<file path="src/rtl/nsp_ctrl_pkg.sv">
package nsp_ctrl_pkg;
  localparam int unsigned DATA_W       = 32;
  localparam int unsigned ADDR_W       = 12;
  localparam int unsigned WADDR_W      = ADDR_W - 2;
  localparam int unsigned NUM_INT_APB  = 2;
  localparam int unsigned NUM_EXP_APB  = 4;
  localparam int unsigned NUM_EXP_AHB  = 4;
  localparam int unsigned NUM_SLOTS    = NUM_INT_APB + NUM_EXP_APB + NUM_EXP_AHB;
  localparam int unsigned SLOT_W       = $clog2(NUM_SLOTS);
  localparam int unsigned EXP_APB_BASE = NUM_INT_APB;
  localparam int unsigned EXP_AHB_BASE = NUM_INT_APB + NUM_EXP_APB;
  localparam int unsigned NUM_ID       = 12;
  localparam logic [WADDR_W-1:0] ID_WBASE = 10'h3F4;

  typedef enum logic [1:0] {
    SZ_BYTE = 2'd0,
    SZ_HALF = 2'd1,
    SZ_WORD = 2'd2
  } acc_size_e;

  typedef struct packed {
    logic              hit;
    logic [SLOT_W-1:0] slot;
  } slot_sel_t;

  function automatic int unsigned slot_ports(input int unsigned s, input int unsigned apb0,
                                             input int unsigned apb1, input int unsigned exp);
    if (s == 0) return apb0;
    if (s == 1) return apb1;
    return exp;
  endfunction

  // word address groups: 0xA* ahb exp, 0xB0/0xB4 int apb, 0xC* apb exp
  function automatic slot_sel_t decode_slot(input logic [WADDR_W-1:0] waddr);
    slot_sel_t r;
    r.hit  = 1'b0;
    r.slot = '0;
    case (waddr[WADDR_W-1:2])
      8'h0A: begin
        r.hit  = 1'b1;
        r.slot = SLOT_W'(EXP_AHB_BASE) + SLOT_W'(waddr[1:0]);
      end
      8'h0B: begin
        if (!waddr[1]) begin
          r.hit  = 1'b1;
          r.slot = SLOT_W'(waddr[0]);
        end
      end
      8'h0C: begin
        r.hit  = 1'b1;
        r.slot = SLOT_W'(EXP_APB_BASE) + SLOT_W'(waddr[1:0]);
      end
      default: ;
    endcase
    return r;
  endfunction

  function automatic logic [7:0] id_byte(input logic [3:0] idx, input logic rev_b);
    case (idx)
      4'd0:    return 8'h04;
      4'd4:    return 8'h53;
      4'd5:    return 8'hB8;
      4'd6:    return rev_b ? 8'h2B : 8'h0B;
      4'd8:    return 8'h0D;
      4'd9:    return 8'hF0;
      4'd10:   return 8'h05;
      4'd11:   return 8'hB1;
      default: return 8'h00;
    endcase
  endfunction
endpackage

</file>
<file path="src/rtl/nsp_regfile.sv">
module nsp_regfile
  import nsp_ctrl_pkg::*;
#(
  parameter int unsigned APB0_PORTS = 3,
  parameter int unsigned APB1_PORTS = 1,
  parameter int unsigned EXP_PORTS  = 16,
  parameter int unsigned MAX_PORTS  = 16
) (
  input  logic                           clk_i,
  input  logic                           rst_ni,
  input  logic                           wr_en_i,
  input  logic [SLOT_W-1:0]              wr_slot_i,
  input  logic [DATA_W-1:0]              wdata_i,
  output logic [NUM_SLOTS*MAX_PORTS-1:0] nsp_q_o,
  output logic [NUM_SLOTS*MAX_PORTS-1:0] nsp_d_o
);
  for (genvar s = 0; s < NUM_SLOTS; s++) begin : g_slot
    localparam int unsigned P = slot_ports(s, APB0_PORTS, APB1_PORTS, EXP_PORTS);
    localparam logic [MAX_PORTS-1:0] MASK =
      (P >= MAX_PORTS) ? {MAX_PORTS{1'b1}} : MAX_PORTS'((64'd1 << P) - 64'd1);
    logic [MAX_PORTS-1:0] q, d;

    always_comb begin
      d = q;
      if (wr_en_i && (wr_slot_i == SLOT_W'(s))) d = wdata_i[MAX_PORTS-1:0] & MASK;
    end

    always_ff @(posedge clk_i or negedge rst_ni) begin
      if (!rst_ni) q <= '0;
      else         q <= d;
    end

    assign nsp_q_o[s*MAX_PORTS +: MAX_PORTS] = q;
    assign nsp_d_o[s*MAX_PORTS +: MAX_PORTS] = d;
  end
endmodule

</file>
<file path="src/rtl/nsp_ap_select.sv">
module nsp_ap_select
  import nsp_ctrl_pkg::*;
#(
  parameter int unsigned APB0_PORTS = 3,
  parameter int unsigned APB1_PORTS = 1,
  parameter int unsigned EXP_PORTS  = 16,
  parameter int unsigned MAX_PORTS  = 16
) (
  input  logic                           clk_i,
  input  logic                           rst_ni,
  input  logic [NUM_SLOTS*MAX_PORTS-1:0] ns_i,
  input  logic [NUM_SLOTS*MAX_PORTS-1:0] sp_i,
  input  logic [NUM_SLOTS*MAX_PORTS-1:0] nsp_d_i,
  output logic [NUM_SLOTS*MAX_PORTS-1:0] ap_o
);
  for (genvar s = 0; s < NUM_SLOTS; s++) begin : g_slot
    localparam int unsigned P = slot_ports(s, APB0_PORTS, APB1_PORTS, EXP_PORTS);
    localparam logic [MAX_PORTS-1:0] MASK =
      (P >= MAX_PORTS) ? {MAX_PORTS{1'b1}} : MAX_PORTS'((64'd1 << P) - 64'd1);
    logic [MAX_PORTS-1:0] ns, sel_d, ap_q;

    assign ns    = ns_i[s*MAX_PORTS +: MAX_PORTS];
    // next-state nsp so a write shows on the first edge after it
    assign sel_d = MASK & ((ns & nsp_d_i[s*MAX_PORTS +: MAX_PORTS]) |
                           (~ns & sp_i[s*MAX_PORTS +: MAX_PORTS]));

    always_ff @(posedge clk_i or negedge rst_ni) begin
      if (!rst_ni) ap_q <= '0;
      else         ap_q <= sel_d;
    end

    assign ap_o[s*MAX_PORTS +: MAX_PORTS] = ap_q;
  end
endmodule

</file>
<file path="src/rtl/nsp_read_mux.sv">
module nsp_read_mux
  import nsp_ctrl_pkg::*;
#(
  parameter int unsigned MAX_PORTS = 16,
  parameter bit          ID_REV_SEL = 1'b0
) (
  input  logic                           clk_i,
  input  logic                           rst_ni,
  input  logic                           rd_en_i,
  input  logic [ADDR_W-1:0]              addr_i,
  input  logic [1:0]                     size_i,
  input  logic [NUM_SLOTS*MAX_PORTS-1:0] nsp_q_i,
  output logic [DATA_W-1:0]              rdata_o
);
  logic [WADDR_W-1:0] waddr;
  slot_sel_t          sel;
  logic [DATA_W-1:0]  word, shifted, lane;
  logic [WADDR_W-1:0] id_off;

  assign waddr  = addr_i[ADDR_W-1:2];
  assign sel    = decode_slot(waddr);
  assign id_off = waddr - ID_WBASE;

  always_comb begin
    word = '0;
    for (int s = 0; s < NUM_SLOTS; s++) begin
      if (sel.hit && (sel.slot == SLOT_W'(s))) word = DATA_W'(nsp_q_i[s*MAX_PORTS +: MAX_PORTS]);
    end
    if (waddr >= ID_WBASE) word = {24'd0, id_byte(id_off[3:0], ID_REV_SEL)};
  end

  assign shifted = word >> {addr_i[1:0], 3'b000};

  always_comb begin
    case (size_i)
      SZ_BYTE: lane = {24'd0, shifted[7:0]};
      SZ_HALF: lane = {16'd0, shifted[15:0]};
      default: lane = word;
    endcase
  end

  always_ff @(posedge clk_i or negedge rst_ni) begin
    if (!rst_ni)      rdata_o <= '0;
    else if (rd_en_i) rdata_o <= lane;
  end
endmodule

</file>
<file path="src/rtl/nsp_priv_ctrl.sv">
module nsp_priv_ctrl
  import nsp_ctrl_pkg::*;
#(
  parameter int unsigned APB0_PORTS = 3,
  parameter int unsigned APB1_PORTS = 1,
  parameter int unsigned EXP_PORTS  = 16,
  parameter bit          ID_REV_SEL = 1'b0,
  localparam int unsigned MAX_A     = (APB0_PORTS > APB1_PORTS) ? APB0_PORTS : APB1_PORTS,
  localparam int unsigned MAX_PORTS = (MAX_A > EXP_PORTS) ? MAX_A : EXP_PORTS,
  localparam int unsigned VEC_W     = NUM_SLOTS * MAX_PORTS
) (
  input  logic              clk_i,
  input  logic              rst_ni,
  input  logic              req_i,
  input  logic              we_i,
  input  logic [ADDR_W-1:0] addr_i,
  input  logic [1:0]        size_i,
  input  logic [DATA_W-1:0] wdata_i,
  output logic [DATA_W-1:0] rdata_o,
  input  logic [VEC_W-1:0]  sec_ns_i,
  input  logic [VEC_W-1:0]  sec_sp_i,
  output logic [VEC_W-1:0]  ap_o
);
  slot_sel_t        wr_sel;
  logic             wr_en, rd_en;
  logic [VEC_W-1:0] nsp_q, nsp_d;

  assign wr_sel = decode_slot(addr_i[ADDR_W-1:2]);
  // narrow writes dropped; reserved, id and unmapped words never decode
  assign wr_en  = req_i && we_i && (size_i == SZ_WORD) && wr_sel.hit;
  assign rd_en  = req_i && !we_i;

  nsp_regfile #(
    .APB0_PORTS(APB0_PORTS), .APB1_PORTS(APB1_PORTS),
    .EXP_PORTS (EXP_PORTS),  .MAX_PORTS (MAX_PORTS)
  ) i_regfile (
    .clk_i    (clk_i),
    .rst_ni   (rst_ni),
    .wr_en_i  (wr_en),
    .wr_slot_i(wr_sel.slot),
    .wdata_i  (wdata_i),
    .nsp_q_o  (nsp_q),
    .nsp_d_o  (nsp_d)
  );

  nsp_ap_select #(
    .APB0_PORTS(APB0_PORTS), .APB1_PORTS(APB1_PORTS),
    .EXP_PORTS (EXP_PORTS),  .MAX_PORTS (MAX_PORTS)
  ) i_ap_select (
    .clk_i  (clk_i),
    .rst_ni (rst_ni),
    .ns_i   (sec_ns_i),
    .sp_i   (sec_sp_i),
    .nsp_d_i(nsp_d),
    .ap_o   (ap_o)
  );

  nsp_read_mux #(
    .MAX_PORTS(MAX_PORTS), .ID_REV_SEL(ID_REV_SEL)
  ) i_read_mux (
    .clk_i  (clk_i),
    .rst_ni (rst_ni),
    .rd_en_i(rd_en),
    .addr_i (addr_i),
    .size_i (size_i),
    .nsp_q_i(nsp_q),
    .rdata_o(rdata_o)
  );
endmodule

</file>
<file path="config.mk">
export PLATFORM = sky130hd
export DESIGN_NAME = nsp_priv_ctrl
export DESIGN_NICKNAME = d
export VERILOG_FILES = /design/src/rtl/nsp_ctrl_pkg.sv /design/src/rtl/nsp_regfile.sv /design/src/rtl/nsp_ap_select.sv /design/src/rtl/nsp_read_mux.sv /design/src/rtl/nsp_priv_ctrl.sv
export SDC_FILE = /design/constraint.sdc
export NUM_CORES = 1
export LEC_CHECK = 0
export ABC_AREA = 1
export BUFFER_PORTS_ARGS = -buffer_cell sky130_fd_sc_hd__buf_2
export CAP_MARGIN = 20
export CORE_AREA = 3 3 220 222
export DETAILED_ROUTE_END_ITERATION = 12
export DIE_AREA = 0 0 223 225
export PLACE_DENSITY = 0.57
export SKIP_LAST_GASP = 1
export SLEW_MARGIN = 20
export SYNTH_ARGS = -nofsm -noshare
export SYNTH_HDL_FRONTEND = slang
export SYNTH_SLANG_ARGS = --single-unit
</file>
<file path="constraint.sdc">
create_clock -name clk_i -period 1.2 [get_ports clk_i]
set_input_delay 0 -clock clk_i [delete_from_list [all_inputs] [get_ports clk_i]]
set_output_delay 0 -clock clk_i [all_outputs]
set_load 0.03 [all_outputs]
</file>
-- Word-level counts from Yosys, hierarchy flattened
Memory sizes are Yosys's and may differ from the RTL's.
Index checks and enable logic that the tools add are counted.
- add/subtract/negate cells: 3
- multiply operators: 0
- divide/modulo/power cells: 0
- magnitude comparators: 1
- equality and inequality tests: 14
- shift-type cells: 1
- muxes and demuxes: 24
- bitwise logic cells: 40
- reduce and logical (&&, ||, !) cells: 27
- operators with widths (kind ; count):
    2-to-1 mux 16 bit ; 21
    AND 16 bit ; 16
    inverter 16 bit ; 8
    bitwise OR 16 bit ; 8
    case mux 16 bit (2 select lines) ; 1
    == test 8 x 4 -> 1 bit (second input constant) ; 3
    logical AND 1 bit ; 24
    == test 4 x 3 -> 1 bit (second input constant) ; 4
    >> shifter 16 x 5 -> 16 bit ; 1
    case mux 5 bit (3 select lines) ; 1
    greater-or-equal comparator 10 bit (second input constant) ; 1
    == test 4 x 2 -> 1 bit (second input constant) ; 2
    == test 4 bit (second input constant) ; 2
    AND 3 bit ; 2
    2-to-1 mux 5 bit ; 1
    adder 3 x 2 -> 4 bit (first input constant) ; 1
    == test 4 x 1 -> 1 bit (second input constant) ; 1
    logical NOT 4 bit ; 1
    subtractor 4 x 3 -> 4 bit (second input constant) ; 1
    adder 2 x 2 -> 3 bit (first input constant) ; 1
    inverter 3 bit ; 1
    bitwise OR 3 bit ; 1
    AND 1 bit ; 2
    == test 2 x 1 -> 1 bit (second input constant) ; 1
    other kinds (5) ; 5
- register bits after elaboration: 324
- latch bits: 0
- RAM bits: 0
- ROM bits: 128
- input port bits: 370
- output and inout bits: 192
- logic and storage cells: 132
- memories: 1
- memories (memory ; depth ; width ; read ports ; clocked after Yosys merged registers in ; write ports ; RTL line ; text):
    (name not given) ; 16 ; 8 ; 1 ; 0 ; 0 ; nsp_ctrl_pkg.sv:59 ; case (idx)

-- Logic depth before layout (Yosys ltp)
- depth in word-level cells: 17
- depth in mapped cells: 19
- gate-level depth less buffers: 18

-- Hierarchy
A second synthesis with hierarchy kept.
- cells, all modules: 1923
- area total of the unflattened synthesis: 14694.1 µm²
- by module, submodules not included (module ; instances ; cells an instance ; area an instance (µm²) ; sequential area each (µm²)):
    nsp_regfile ; 1 ; 706 ; 6263.5 ; 4003.8
    nsp_ap_select ; 1 ; 689 ; 5499.0 ; 3303.2
    nsp_read_mux ; 1 ; 489 ; 2717.6 ; 400.4
    nsp_priv_ctrl ; 1 ; 39 ; 214.0 ; 0.0

-- Worst setup path after synthesis
No wires, ideal clock.
- path kind: input-to-reg
- start point: input port addr_i[4]
- end point: register i_read_mux.rdata_o[7]
- arrival time: 1.676 ns
- required time: 1.087 ns
- slack: -0.589 ns
- cell stages on the path: 19
- path buffers: 2
- cells stage by stage: inv_1 ha_1 nand3_2 nand2_2 nand3_1 nand2_2 buf_6 nor2_2 buf_6 nand2_1 nand2_1 a21oi_1 nand2_1 a21oi_1 nand3_1 nand3_1 nand3_1 nand2_1 inv_1
- word-level cells in the longest chain between the ends: 17
- elaborated cells on any way between the ends: 40
- classes of those cells: 1 x add/sub; 1 x order compare; 12 x eq/ne; 1 x shift; 13 x mux; 11 x reduce/logical; 1 x memory
- RTL lines (element ; RTL line ; text):
    start, declared ; nsp_priv_ctrl.sv:16 ; input logic [ADDR_W-1:0] addr_i,
    == test 8 x 4 -> 1 bit ; nsp_ctrl_pkg.sv:38 ; case (waddr[WADDR_W-1:2])
    case mux 5 bit (3 select lines) ; nsp_ctrl_pkg.sv:38 ;
    logical NOT 4 bit ; nsp_read_mux.sv:27 ; if (sel.hit && (sel.slot == SLOT_W'(s))) word = DATA_W'(nsp_q_i[s*MAX_PORTS +: MAX_PORTS]);
    logical AND 1 bit ; nsp_read_mux.sv:27 ;
    2-to-1 mux 16 bit (10 in a row) ; nsp_read_mux.sv:27 ;
    2-to-1 mux 16 bit * ; nsp_read_mux.sv:29 ; if (waddr >= ID_WBASE) word = {24'd0, id_byte(id_off[3:0], ID_REV_SEL)};
    >> shifter 16 x 5 -> 16 bit ; nsp_read_mux.sv:32 ; assign shifted = word >> {addr_i[1:0], 3'b000};
    case mux 16 bit (2 select lines) * ; nsp_read_mux.sv:35 ; case (size_i)
    end signal, assigned ; nsp_read_mux.sv:44 ; else if (rd_en_i) rdata_o <= lane;
    end, declared ; nsp_read_mux.sv:13 ; output logic [DATA_W-1:0] rdata_o
Mark *: on every way between the ends. The rest lies on a longest branch, timed or not.
A chain may end at the register's enable or synchronous reset.

-- Worst setup path after layout
- start point: input port addr_i[4]
- end point: register i_ap_select.g_slot[2].ap_q[13]
- word-level cells in the longest chain between the ends: 7
- elaborated cells on any way between the ends: 10
- classes of those cells: 4 x eq/ne; 2 x mux; 2 x bitwise; 2 x reduce/logical
- RTL lines (element ; RTL line ; text):
    == test 8 x 4 -> 1 bit ; nsp_ctrl_pkg.sv:38 ;
    case mux 5 bit (3 select lines) * ; nsp_ctrl_pkg.sv:38 ;
    == test 4 x 2 -> 1 bit / logical AND 1 bit (equally long branches) ; nsp_regfile.sv:25, nsp_priv_ctrl.sv:30 ;
    logical AND 1 bit * ; nsp_regfile.sv:25 ; if (wr_en_i && (wr_slot_i == SLOT_W'(s))) d = wdata_i[MAX_PORTS-1:0] & MASK;
    2-to-1 mux 16 bit * ; nsp_regfile.sv:25 ;
    net i_ap_select.nsp_d_i[45] ; nsp_ap_select.sv:13 ; input logic [NUM_SLOTS*MAX_PORTS-1:0] nsp_d_i,
    AND 16 bit * ; nsp_ap_select.sv:24 ; assign sel_d = MASK & ((ns & nsp_d_i[s*MAX_PORTS +: MAX_PORTS]) |
    bitwise OR 16 bit * ; nsp_ap_select.sv:24 ;
    net i_ap_select.g_slot[2].sel_d[13] ; nsp_ap_select.sv:20 ; logic [MAX_PORTS-1:0] ns, sel_d, ap_q;
    end signal, assigned ; nsp_ap_select.sv:29 ; else ap_q <= sel_d;
    end, declared ; nsp_ap_select.sv:20 ;
Mark *: on every way through the listed nets, which the timed path passes. The rest lies on a longest branch.

==> flow_summary.yaml <==
status:
  status: "finished, violations left"
  violations: "setup timing"
routing:
  drc: 0
  drt_iter0_markers: 850
  vias: 13017
  wl_per_cell_um: 21.0
  wl_um: 59000
  viasPerCell: 4.63
  ant_nets: 0
  dr.pass1.iters: 5
pwr:
  p_clk_frac: 0.432
  swShare: 0.274
  seqPwrFrac: 0.390
  comb_power_share: 0.178
  leakagePower_nw: 11.8
  switching_power_mw: 7.10
  power.internal_mw: 18.8
  powerDensity_mw_per_mm2: 1080
  ir_drop_uv: 891
finish:
  nets: 2554
  drive_gt1_frac: 0.541
  syn_to_final_growth_pct: 94.8
  final_area_sq_mm: 0.0239
  final_cells: 2809
worst_hold_path:
  hold_class: "in -> reg"
  holdCritStartpoint: "size_i[1]"
  holdPathEnd: "i_read_mux.rdata_o[0]$_DFFE_PN0P_"
  hold_depth: 7
synth:
  synth_area_sq_mm: 0.0123
  synthCells: 1200
  avgSynthCellArea_sq_um: 10.2
  ys_types: 35
  yosysWarnings: 0
  yosysSeqAreaShare: 0.571
  synthTopCellsByArea: "dfrtp_1, mux2_2, nand2_1, o21ai_1, buf_4"
  ys_ff_latch: 280
  synthDominantCellAreaShare: 0.571
  yosys.area.top_type: "dfrtp_1"
timing:
  skew_ns: 0.0247
  fin_crit_ns: 1.64
  worst_slew_pin_slew_ns: 0.756
  max_freq_mhz: 610
  report.final.slew_viol_count: 0
  hold_violations: 0
  rsz0062_at_grt: "true"
  fin_ws_ns: -0.439
  timing.final.crit_share: 1.37
  relSlewSlack: 0.495
  setup_viol: 219
grt:
  grt_pass1_vias: 13309
  grt_max_degree: 57
  grt_pass1_wl_um: 81300
  grt_usage: 0.214
  overflow: 0
  antenna_found_initial: 4
die:
  dieHeight_um: 225
  floorplan.initialDensity: 0.263
  die_width_um: 223
  io_pins: 562
  core_area_sq_mm: 0.0466
  dieArea_sq_mm: 0.0502
  rows: 79
critical_path:
  path_class: "in -> reg"
  reg2reg_depth: 10
  critPathLaunchType: "input port"
  critPathArrivalTime_ns: 2.07
  crit_path_end_kind: "flop"
  crit_path_max_fanout: 8
  r2r-start: "i_regfile.g_slot[3].q[9]$_DFF_PN0_"
  r2r-end: "i_read_mux.rdata_o[1]$_DFFE_PN0P_"
  required_ns: 1.63
  reg2reg_slack_ns: -0.35
clock_network:
  clk_path_buf_depth: 3
  cts_buffers: 36
  insertion_delay_ns: 0.56
  clk_pin_slew_worst_paths_ns: 0.06
  clock-root-buffer: "clkbuf_16"
  cts_tree: "done"
  h-tree-depth: 2
  clock-sinks: 280
place:
  port_buffers: 445
  gp_congestion: 0.849
  place_area_sq_mm: 0.0164
  place_inst: 2365
  place_ws_ns: -1.25
  hpwl_um: 38600
run:
  maxCapViolCount: 0
==> Yosys cell counts <==
cell type,instances
o22ai_1,3
nor2_4,1
o31ai_1,1
nand2_2,7
nor3_1,2
o21ai_1,84
buf_6,2
nand3_2,2
inv_2,5
clkinv_1,1
buf_4,45
mux2_2,131
o21ai_0,67
nor2_1,37
nand2_1,271
nor3_4,1
nor3b_1,1
nor4_1,1
o211ai_1,5
nand3_1,59
nor3_2,2
ha_1,9
nor2_2,8
clkbuf_1,10
nand3b_1,2
or2_0,1
nand4_1,21
a22oi_1,3
or2_2,10
dfrtp_1,280
inv_1,72
a221oi_1,2
buf_2,22
conb_1,1
a21oi_1,31
==> worst max-delay path by stage <==
stage / slack [ns] / end / cells after the start / from
2_1_floorplan: -0.46 / i_read_mux.rdata_o[7]$_DFFE_PN0P_ / 19 / addr_i[4]
3_3_place_gp: -1.23 / i_read_mux.rdata_o[6]$_DFFE_PN0P_ / 16 / addr_i[5]
3_5_place_dp: -1.25 / i_read_mux.rdata_o[6]$_DFFE_PN0P_ / 16 / addr_i[5]
4_1_cts: -0.42 / i_read_mux.rdata_o[5]$_DFFE_PN0P_ / 17 / addr_i[4]
5_1_grt: -0.50 / i_read_mux.rdata_o[5]$_DFFE_PN0P_ / 17 / addr_i[9]
6_report: -0.44 / i_ap_select.g_slot[2].ap_q[13]$_DFF_PN0_ / 15 / addr_i[4]
==> metal layers <==
metal  wire [um]  track usage  vias up
li1            -            -     5915
met1       23200        0.262     6420
met2       30200        0.371      581
met3        3920       0.0445       97
met4        1680       0.0818        4
met5          27            0        -
==> cell families after synthesis <==
kind of cell    after synthesis  share of synthesized area
buf+inv                     157                     0.0653
simple gates                426                      0.151
mux                         131                      0.120
compound gates              196                     0.0827
fa+ha+maj                     9                    0.00918
other cells                   1                   0.000306
flops                       280                      0.571
==> state kept, by name (all words and copies together) (netlist names) <==
signal	flops
i_regfile.g_slot.q	132
i_ap_select.g_slot.ap_q	132
i_read_mux.rdata_o	16
==> timing repair <==
action | in CTS | in global routing
hold endpoints to repair | 457 | 0
hold buffers | 285 | 0
cloned | 7 | 9
pin swaps | 52 | 61
gates resized for setup | 198 | 445
endpoints found under the setup margin | 256 | 335
setup buffers | 30 | 56
==> per-stage QoR <==
step,hold WS [ns],total power [mW],util,TNS [ns]
2_1_floorplan,-0.296,11.9,-,-65.45
3_3_place_gp,-0.0750,13.5,0.352,-206.30
3_5_place_dp,-0.0738,13.5,0.352,-213.28
4_1_cts,0.0122,25.7,0.463,-28.76
5_1_grt,0.0801,26.8,0.513,-58.20
6_report,0.0329,25.9,0.513,-41.35
==> placed cells by master (no fill, tap or decap), types with 44 or more instances in the layout <==
cell type and n:
buf_2 439, nand2_1 167, conb_1 44, mux2_2 48, o21ai_2 50, nand2_4 69, buf_4 157, dfrtp_1 279
dlygate4sd3_1 285, inv_1 64, buf_6 50, mux2_4 83, o21ai_4 75
==> critical path: stages <==
cell     delay, ns
buf_12        0.12
inv_16        0.05
ha_4          0.12
nand3_4       0.10
buf_6         0.14
nor3_4        0.22
inv_2         0.10
nor2_4        0.23
buf_6         0.15
buf_6         0.11
nand2_8       0.09
buf_16        0.18
nand2_1       0.08
o21ai_2       0.08
mux2_4        0.28
==> power by group through the flow <==
stage               logic (mW)  registers [mW]  clock network [mW]
global route              4.89            10.1                11.8
detailed placement        3.28            10.2                   0
floorplan                 1.06            10.8                   0
finish                    4.61            10.1                11.2
global placement          3.24            10.2                   0
CTS                       4.19            10.1                11.5
==> area by class of cell <==
| class | instances | area [sq um] |
|---|---|---|
| Multi-Input combinational cell | 809 | 6990 |
| Timing Repair Buffer | 969 | 7580 |
| Inverter | 78 | 342 |
| Tap cell | 607 | 759 |
| Clock buffer | 46 | 970 |
| Antenna cell | 2 | 5.00 |
| Clock inverter | 17 | 224 |
| Fill cell | 3971 | 22700 |
| Timing Repair inverter | 1 | 8.76 |
| Sequential cell | 280 | 7010 |
No activity file was read; power rests on OpenSTA's default activity.
